**config.mk**
```make
export PLATFORM = sky130hd
export DESIGN_NAME = leaf_perm_check
export DESIGN_NICKNAME = d
export VERILOG_FILES = /design/src/rtl/pchk_pkg.sv /design/src/rtl/pchk_perm_eval.sv /design/src/rtl/pchk_rc_merge.sv /design/src/rtl/leaf_perm_check.sv
export SDC_FILE = /design/constraint.sdc
export NUM_CORES = 1
export LEC_CHECK = 0
export CORE_MARGIN = 3
export CORE_UTILIZATION = 47
export CTS_BUF_LIST = sky130_fd_sc_hd__clkbuf_8
export DETAILED_ROUTE_END_ITERATION = 10
export DONT_BUFFER_PORTS = 1
export GPL_TIMING_DRIVEN = 1
export PLACE_DENSITY_LB_ADDON = 0.05
export SETUP_SLACK_MARGIN = 0.5
export SYNTH_ARGS = -nofsm -noshare
export SYNTH_HDL_FRONTEND = slang
export SYNTH_SLANG_ARGS = --single-unit
export TNS_END_PERCENT = 5
```
**constraint.sdc**
```tcl
create_clock -name clk -period 1.6 [get_ports clk]
set_input_delay 0.16 -clock clk [delete_from_list [all_inputs] [get_ports clk]]
set_output_delay 0.16 -clock clk [all_outputs]
set_load 0.05 [all_outputs]
```
**src/rtl/pchk_pkg.sv**
```systemverilog
package pchk_pkg;

    typedef enum logic [1:0] {
        ACC_LOAD  = 2'b00,
        ACC_STORE = 2'b01,
        ACC_FETCH = 2'b10
    } acc_e;

    typedef enum logic [1:0] {
        S_IDLE,
        S_EVAL,
        S_WRITE,
        S_DONE
    } st_e;

    // entry bit positions
    localparam int REF_BIT  = 8;
    localparam int CHG_BIT  = 7;
    localparam int ATTR_HI  = 5;
    localparam int ATTR_LO  = 4;
    localparam int PRIV_BIT = 3;
    localparam logic [1:0] ATTR_NIIO = 2'b10;

    // rights vector positions
    localparam int P_RD = 2;
    localparam int P_WR = 1;
    localparam int P_EX = 0;

    // cause vector positions
    localparam int C_NOEXEC = 0;
    localparam int C_PROT   = 1;
    localparam int C_STORE  = 2;

endpackage

```
**src/rtl/pchk_perm_eval.sv**
```systemverilog
module pchk_perm_eval
    import pchk_pkg::*;
(
    input  logic [5:0] ent_lo,
    input  logic [1:0] acc,
    input  logic       user_mode,
    input  logic       part_scope,
    input  logic [2:0] mask_perm,
    output logic       fault,
    output logic [2:0] cause,
    output logic [2:0] perm
);

    logic       is_store;
    logic       is_fetch;
    logic       is_priv;
    logic       is_niio;
    logic [2:0] auth;
    logic [2:0] avail;
    logic [2:0] need;

    always_comb begin
        is_store = (acc == ACC_STORE);
        is_fetch = (acc == ACC_FETCH);
        auth     = ent_lo[2:0];
        is_priv  = ent_lo[PRIV_BIT];
        is_niio  = (ent_lo[ATTR_HI:ATTR_LO] == ATTR_NIIO);

        need = 3'b000;
        if (is_fetch)      need[P_EX] = 1'b1;
        else if (is_store) need[P_WR] = 1'b1;
        else               need[P_RD] = 1'b1;

        // rights available before the access type is considered
        if (!part_scope && is_priv && user_mode)
            avail = 3'b000;
        else if (user_mode || is_priv || part_scope)
            avail = auth;
        else
            avail = auth & mask_perm;

        fault = 1'b0;
        cause = 3'b000;
        perm  = 3'b000;
        if (is_niio && is_fetch) begin
            fault           = 1'b1;
            cause[C_NOEXEC] = 1'b1;
        end else if ((need & ~avail) != 3'b000) begin
            fault = 1'b1;
            if (is_fetch) begin
                cause[C_NOEXEC] = 1'b1;
            end else begin
                cause[C_PROT]  = 1'b1;
                cause[C_STORE] = is_store;
            end
        end else begin
            perm = avail;
        end
    end

endmodule

```
**src/rtl/pchk_rc_merge.sv**
```systemverilog
module pchk_rc_merge
    import pchk_pkg::*;
#(
    parameter int PTE_W = 64
) (
    input  logic [PTE_W-1:0] ent,
    input  logic [1:0]       acc,
    input  logic             fault,
    input  logic [2:0]       perm,
    output logic [PTE_W-1:0] upd,
    output logic             need_wr,
    output logic [2:0]       grant
);

    always_comb begin
        upd   = ent;
        grant = perm;
        if (!fault) begin
            upd[REF_BIT] = 1'b1;
            if (acc == ACC_STORE)
                upd[CHG_BIT] = 1'b1;
            else
                grant[P_WR] = 1'b0;   // next store must come back to set change
        end
        need_wr = !fault && (upd != ent);
    end

endmodule

```
**src/rtl/leaf_perm_check.sv**
```systemverilog
module leaf_perm_check
    import pchk_pkg::*;
#(
    parameter int PTE_W  = 64,
    parameter int ADDR_W = 48
) (
    input  logic              clk,
    input  logic              rst_n,
    input  logic              start,
    input  logic [PTE_W-1:0]  ent_in,
    input  logic [ADDR_W-1:0] ent_addr,
    input  logic [1:0]        acc_type,
    input  logic              user_mode,
    input  logic              part_scope,
    input  logic [2:0]        mask_perm,
    output logic              done,
    output logic              fault,
    output logic [2:0]        cause,
    output logic [2:0]        grant,
    output logic              wr_en,
    output logic [ADDR_W-1:0] wr_addr,
    output logic [PTE_W-1:0]  wr_data,
    input  logic              wr_ack
);

    localparam int LO_W = ATTR_HI + 1;

    st_e               st, st_nxt;
    logic [PTE_W-1:0]  ent_q;
    logic [ADDR_W-1:0] addr_q;
    logic [1:0]        acc_q;
    logic              user_q;
    logic              part_q;
    logic [2:0]        mask_q;

    logic              res_fault;
    logic [2:0]        res_cause;
    logic [2:0]        res_grant;
    logic [PTE_W-1:0]  upd_q;

    logic              ev_fault;
    logic [2:0]        ev_cause;
    logic [2:0]        ev_perm;
    logic [PTE_W-1:0]  mg_upd;
    logic              mg_need_wr;
    logic [2:0]        mg_grant;

    pchk_perm_eval u_eval (
        .ent_lo     (ent_q[LO_W-1:0]),
        .acc        (acc_q),
        .user_mode  (user_q),
        .part_scope (part_q),
        .mask_perm  (mask_q),
        .fault      (ev_fault),
        .cause      (ev_cause),
        .perm       (ev_perm)
    );

    pchk_rc_merge #(.PTE_W(PTE_W)) u_merge (
        .ent     (ent_q),
        .acc     (acc_q),
        .fault   (ev_fault),
        .perm    (ev_perm),
        .upd     (mg_upd),
        .need_wr (mg_need_wr),
        .grant   (mg_grant)
    );

    // state register and captured data
    always_ff @(posedge clk or negedge rst_n) begin
        if (!rst_n) begin
            st        <= S_IDLE;
            ent_q     <= '0;
            addr_q    <= '0;
            acc_q     <= '0;
            user_q    <= 1'b0;
            part_q    <= 1'b0;
            mask_q    <= '0;
            res_fault <= 1'b0;
            res_cause <= '0;
            res_grant <= '0;
            upd_q     <= '0;
        end else begin
            st <= st_nxt;
            if (st == S_IDLE && start) begin
                ent_q  <= ent_in;
                addr_q <= ent_addr;
                acc_q  <= acc_type;
                user_q <= user_mode;
                part_q <= part_scope;
                mask_q <= mask_perm;
            end
            if (st == S_EVAL) begin
                res_fault <= ev_fault;
                res_cause <= ev_cause;
                res_grant <= mg_grant;
                upd_q     <= mg_upd;
            end
        end
    end

    // transitions
    always_comb begin
        st_nxt = st;
        unique case (st)
            S_IDLE:  if (start) st_nxt = S_EVAL;
            S_EVAL:  st_nxt = mg_need_wr ? S_WRITE : S_DONE;
            S_WRITE: if (wr_ack) st_nxt = S_DONE;
            S_DONE:  st_nxt = S_IDLE;
        endcase
    end

    // outputs
    always_comb begin
        done    = (st == S_DONE);
        wr_en   = (st == S_WRITE);
        wr_addr = addr_q;
        wr_data = upd_q;
        fault   = res_fault;
        cause   = res_cause;
        grant   = res_grant;
    end

    p_wr_hold_r9: assert property (@(posedge clk) disable iff (!rst_n)
        (wr_en && !wr_ack) |=> (wr_en && $stable(wr_data) && $stable(wr_addr)));

    p_wr_differs_r9: assert property (@(posedge clk) disable iff (!rst_n)
        wr_en |-> (wr_data != ent_q));

    p_wr_ref_r7: assert property (@(posedge clk) disable iff (!rst_n)
        wr_en |-> wr_data[REF_BIT]);

    p_done_pulse_r10: assert property (@(posedge clk) disable iff (!rst_n)
        done |=> !done);

    p_ro_nonstore_r8: assert property (@(posedge clk) disable iff (!rst_n)
        (done && !fault && acc_q != ACC_STORE) |-> !grant[P_WR]);

    p_fault_noperm_r5: assert property (@(posedge clk) disable iff (!rst_n)
        (done && fault) |-> (grant == 3'b000));

endmodule

```
* Yosys cells after proc, flatten, opt, wreduce, memory -nomap -nowiden
Index checks and enable logic that the tools add are counted.
** Word-level totals
- Bits of input ports :: 123
- Bits in registers :: 192
- Output and inout port bits :: 121
** Operators by class
- Equality and inequality tests :: 9
- Reductions and logical operators :: 12
- Muxes and demuxes :: 22
- Bitwise operators :: 3
** Operator list (count)
- 2-to-1 mux 3 bit :: 5
- 2-to-1 mux 2 bit :: 6
- 2-to-1 mux 1 bit :: 10
- equality test 2 bit (second input constant) :: 4
- one-hot mux 2 bit (4 select lines) :: 1
- AND 3 bit :: 2
- logical AND 1 bit :: 5
- equality test 2 x 1 -> 1 bit (second input constant) :: 2
- inverter 3 bit :: 1
- nonzero test 3 bit :: 1
- zero test 1 bit :: 2
- zero test 2 bit :: 1
- logical OR 1 bit :: 2
- != test 2 x 1 -> 1 bit (second input constant) :: 1
- != test 2 bit :: 1
- != test 2 bit (second input constant) :: 1
- AND reduction 2 bit :: 1

* Depth between registers and ports, before layout
- Depth in word-level cells :: 14
- Depth in mapped cells :: 7
- Depth with buffers taken out :: 6

* Modules after synthesis
A second synthesis with hierarchy kept.
** Second synthesis, totals
- Cell total of the unflattened synthesis :: 524
- Area, all modules :: 8567.0 um2
** By module, submodules not included
- leaf_perm_check :: area each 7772.5 um2, seq. area each 4804.6 um2, times used 1, cells an instance 419
- pchk_rc_merge :: area each 531.8 um2, seq. area each 0.0 um2, times used 1, cells an instance 71
- pchk_perm_eval :: area each 262.8 um2, seq. area each 0.0 um2, times used 1, cells an instance 34

* Least setup slack after synthesis
Ideal clock, no wire load.
- Path kind :: register -> register
- Start :: register st[0]
- End :: register st[1]
- Required time :: 1.475 ns
- Path buffers :: 0
- Cell stages (with the launch flop) :: 6
- Library setup time :: 0.125 ns
- Path slack :: -0.178 ns
- Data arrival time :: 1.653 ns
- Cell sequence :: dfrtp_1 inv_1 ha_1 inv_1 o22ai_1 mux2_2
** Between the ends
- Cells in the longest elaborated chain, start to end :: 3
- Elaborated cells between the ends (all ways) :: 8
- Classes of those cells :: eq/ne (5); mux (1); reduce/logical (2)
** RTL lines
- start: declaration :: RTL line leaf_perm_check.sv:28 : st_e st, st_nxt;
- start signal: assignment :: RTL line leaf_perm_check.sv:84 : st <= st_nxt;
- equality test 2 bit (*)
- via wr_en :: RTL line leaf_perm_check.sv:20 : output logic wr_en,
- != test 2 x 1 -> 1 bit (no source line)
- AND reduction 2 bit (no source line)
Mark *: on every way through the listed nets, which the timed path passes. The rest lies on a longest branch.
A chain may end at the register's enable or synchronous reset.

* Worst setup path after layout
- Start :: register st[0]
- End :: register addr_q[18], in the netlist wr_addr[18]
** Between the ends
- Cells in the longest elaborated chain, start to end :: 2
** RTL lines
- zero test 2 bit :: RTL line leaf_perm_check.sv:85 : if (st == S_IDLE && start) begin
- logical AND 1 bit :: RTL line leaf_perm_check.sv:85
- end signal: assignment :: RTL line leaf_perm_check.sv:87 : addr_q <= ent_addr;
- end: declaration :: RTL line leaf_perm_check.sv:30 : logic [ADDR_W-1:0] addr_q;
No other way between the ends.

==> summary.md <==
| Metric | Value |
|---|---|
| Status | finished with violations |
| Failing checks | negative hold slack |
| Min-delay worst type | in2async |
| Gr ovfl total | 0 |
| Final WS setup | 0.0953 ns |
| Buf/Inv on CP | 2 |
| H-tree Lvls | 4 |
| Final hold slack | -0.599 ns |
| Setup tns final | 0 ns |
| Most common cell in the netlist | dfrtp_1 |
| Longest Clk Path Bufs | 2 |
| Area of the core | 15,400 sq um |
| Die width | 132 um |
| WP data required | 1.93 ns |
| Yosys top cell by area | dfrtp_1 |
| #FFs+latches synth | 192 |
| Dominant synthesized flop cell | dfrtp_1 |
| Clk_skew | 0.00961 ns |
| Drt pass-1 iters | 4 |
| Layout cells sized above 1 | 0.460 |
| Crit start category | register |
| Mapped Avg Cell Area | 16.3 sq um |
| M2 GR Usage | 0.301 |
| Worst R2R Path Depth | 5 |
| Met3 Usage GRT | 0.0695 |
| Die span in y | 132 um |
| Routed vias/inst | 5.12 |
| Inserted Diodes | 0 |
| GR peak layer | met2 |
| Final hold violation count | 192 |
| Share of the synthesized area in the top cell type | 0.646 |
| Number of nets in the layout | 760 |
| IO Count | 244 |
| Met1 usage | 0.218 |
| CP endpoint kind | register |
| Worst path slowest cell | dfrtp_1 |
| Port buffer count | 0 |
| Clk sinks | 192 |
| Post-Syn Instances | 456 |
| Syn nets | 586 |
| Tightest Pin Transition | 0.518 ns |
| GPL Wtd Cong | 0.753 |
| Via Count | 4,365 |
| Crit path DAT | 1.84 ns |
| Routed Antenna Nets | 0 |
| Cells along the critical path | inv_2, ha_4, nand2_8, buf_6, mux2_2 |
| Placement Rows | 45 |
| Final instance area | 9980 sq um |
| Hold-fix buffers at CTS | 120 |
| Clk slew on worst S/H paths | 0.09 ns |
| Vias in the first global route | 4,872 |
| Skew-Pair Late Insertion Delay | 0.45 ns |
| Post-synth EDFFs | 0 |
| Setup WS pre-CTS | 0.0246 ns |
| FF-to-FF End | wr_addr[18] |
| Num CTS Buffers | 17 |
| Top cells by area, synth | dfrtp_1 65%, mux2_2 28%, buf_2 1.4% |
| First-pass GRT wire length | 25,300 um |
| Rel. slew slack | 0.655 |
| Async SR Flop Fraction | 1.00 |
| Sequential-to-total area share from yosys stat | 0.646 |
| Area Overhead vs Synth | 34.1% |
| Total Routed Length | 16,500 um |
| Overall Global Routing Usage | 0.182 |
| Fmax achieved | 665 MHz |
| Crit share post-route | 0.940 |
| Synthesis Warnings | 0 |
| Initial Util | 0.484 |
| Post-Syn Area | 7440 sq um |
| Dpl hpwl | 10,000 um |
| Root Buffer | clkbuf_8 |
| Drt wl/cell | 19.3 um |
| Pin count of the biggest net entering global routing | 193 |
| Max-slew violations | 0 |
| Die Area | 17,400 sq um |
| R2r startpoint | st[0] |
| Top cells by count, synth | 192 x dfrtp_1, 183 x mux2_2, 21 x buf_2 |
| Unrepaired setup endpoints after global routing | yes |
| Cell family with most CP delay | flip-flops |
| Minimum clock period after layout | 1.50 ns |
| Initial antenna violation count | 0 |
| Number of unique standard cell types used by synthesis | 29 |
| Setup Crit Path Kind | reg2reg |
| CTS tree | done |
| DP Area | 8010 sq um |
| Largest fanout on the critical path | 14 |
| Max Cap Viol | 0 |
| R2R setup slack | 0.1 ns |
| CP max stage delay | 0.40 ns |
| Final setup viols | 0 |
| Drt initial violations | 158 |
| # DRC | 0 |
## cells by family (layout without fill, tap and decap cells)
logic type,after synthesis,after routing,synth area share
compound gates,22,22,0.0251
mux,184,184,0.278
fa+ha+maj,7,7,0.0118
buf+inv,31,216,0.0212
simple gates,20,21,0.0180
flops,192,192,0.646
## cells in the final DEF (no fill, tap or decap), drive strengths merged, types with 2 or more instances in the layout
cell / count
nand2: 6
a31o: 2
o21a: 2
clkbuf: 27
a21bo: 3
a21oi: 4
nor3: 3
buf: 52
dfrtp: 192
bufinv: 2
and2: 3
mux2: 183
inv: 11
a32o: 4
ha: 7
clkinv: 4
dlygate4sd3: 120
o211ai: 3
nor2: 4
## layer usage
metal  share of wire  wire length (um)
met5               0                 0
met4           0.017               284
met3           0.074              1220
met2            0.50              8210
met1            0.41              6770
## worst register-to-register path: cells and delay by family (launching register included)
kind / cells / cell delay, ns
muxes: 1 / 0.35
buffers and inverters: 2 / 0.29
and+or+nand+nor: 1 / 0.15
adders and majority gates: 1 / 0.20
DFF: 1 / 0.40
## cell type report
type                    instances  area [sq um]
flip-flops and latches        192          4810
multi-input cells             234          2640
fillers                      1134          5390
inverters                       8          32.5
clock inverters                 9           105
repair buffers                177          1830
well taps                     211           264
clock buffers                  22           303
## how the worst max path moves through the flow
stage	start	endpoint	slack (ns)	depth (start not counted)
2_1_floorplan	st[0]	st[1]	0.12	5
3_3_place_gp	ent_q[3]	st[0]	0.04	4
3_5_place_dp	ent_q[3]	st[0]	0.02	4
4_1_cts	st[0]	wr_en	0.07	4
5_1_grt	st[0]	wr_en	0.01	4
6_report	st[0]	wr_addr[18]	0.1	5
## metrics by stage
stage | utilization | std cells
after detailed placement | 0.521 | 684
final | 0.649 | 853
after CTS | 0.635 | 844
after global routing | 0.649 | 853
after floorplan | - | 456
after global placement | 0.521 | 684
## flip-flops by register name (all words and copies together) (netlist names)
signal	count
acc_q	2
cause	3
ent_q	64
fault	1
grant	3
mask_q	3
part_q	1
st	2
user_q	1
wr_addr	48
wr_data	64
## what timing repair did
item                       4_1_cts  5_1_grt
pin swaps                        3        1
buffers inserted                 9        1
gates resized for setup         16       11
setup endpoints to repair      313      313
hold endpoints to repair       312      192
gates cloned                     0        8
Power is left out: the tool's default activity adds up to more than one toggle a clock period on the data nets, which glitch-free logic cannot reach.
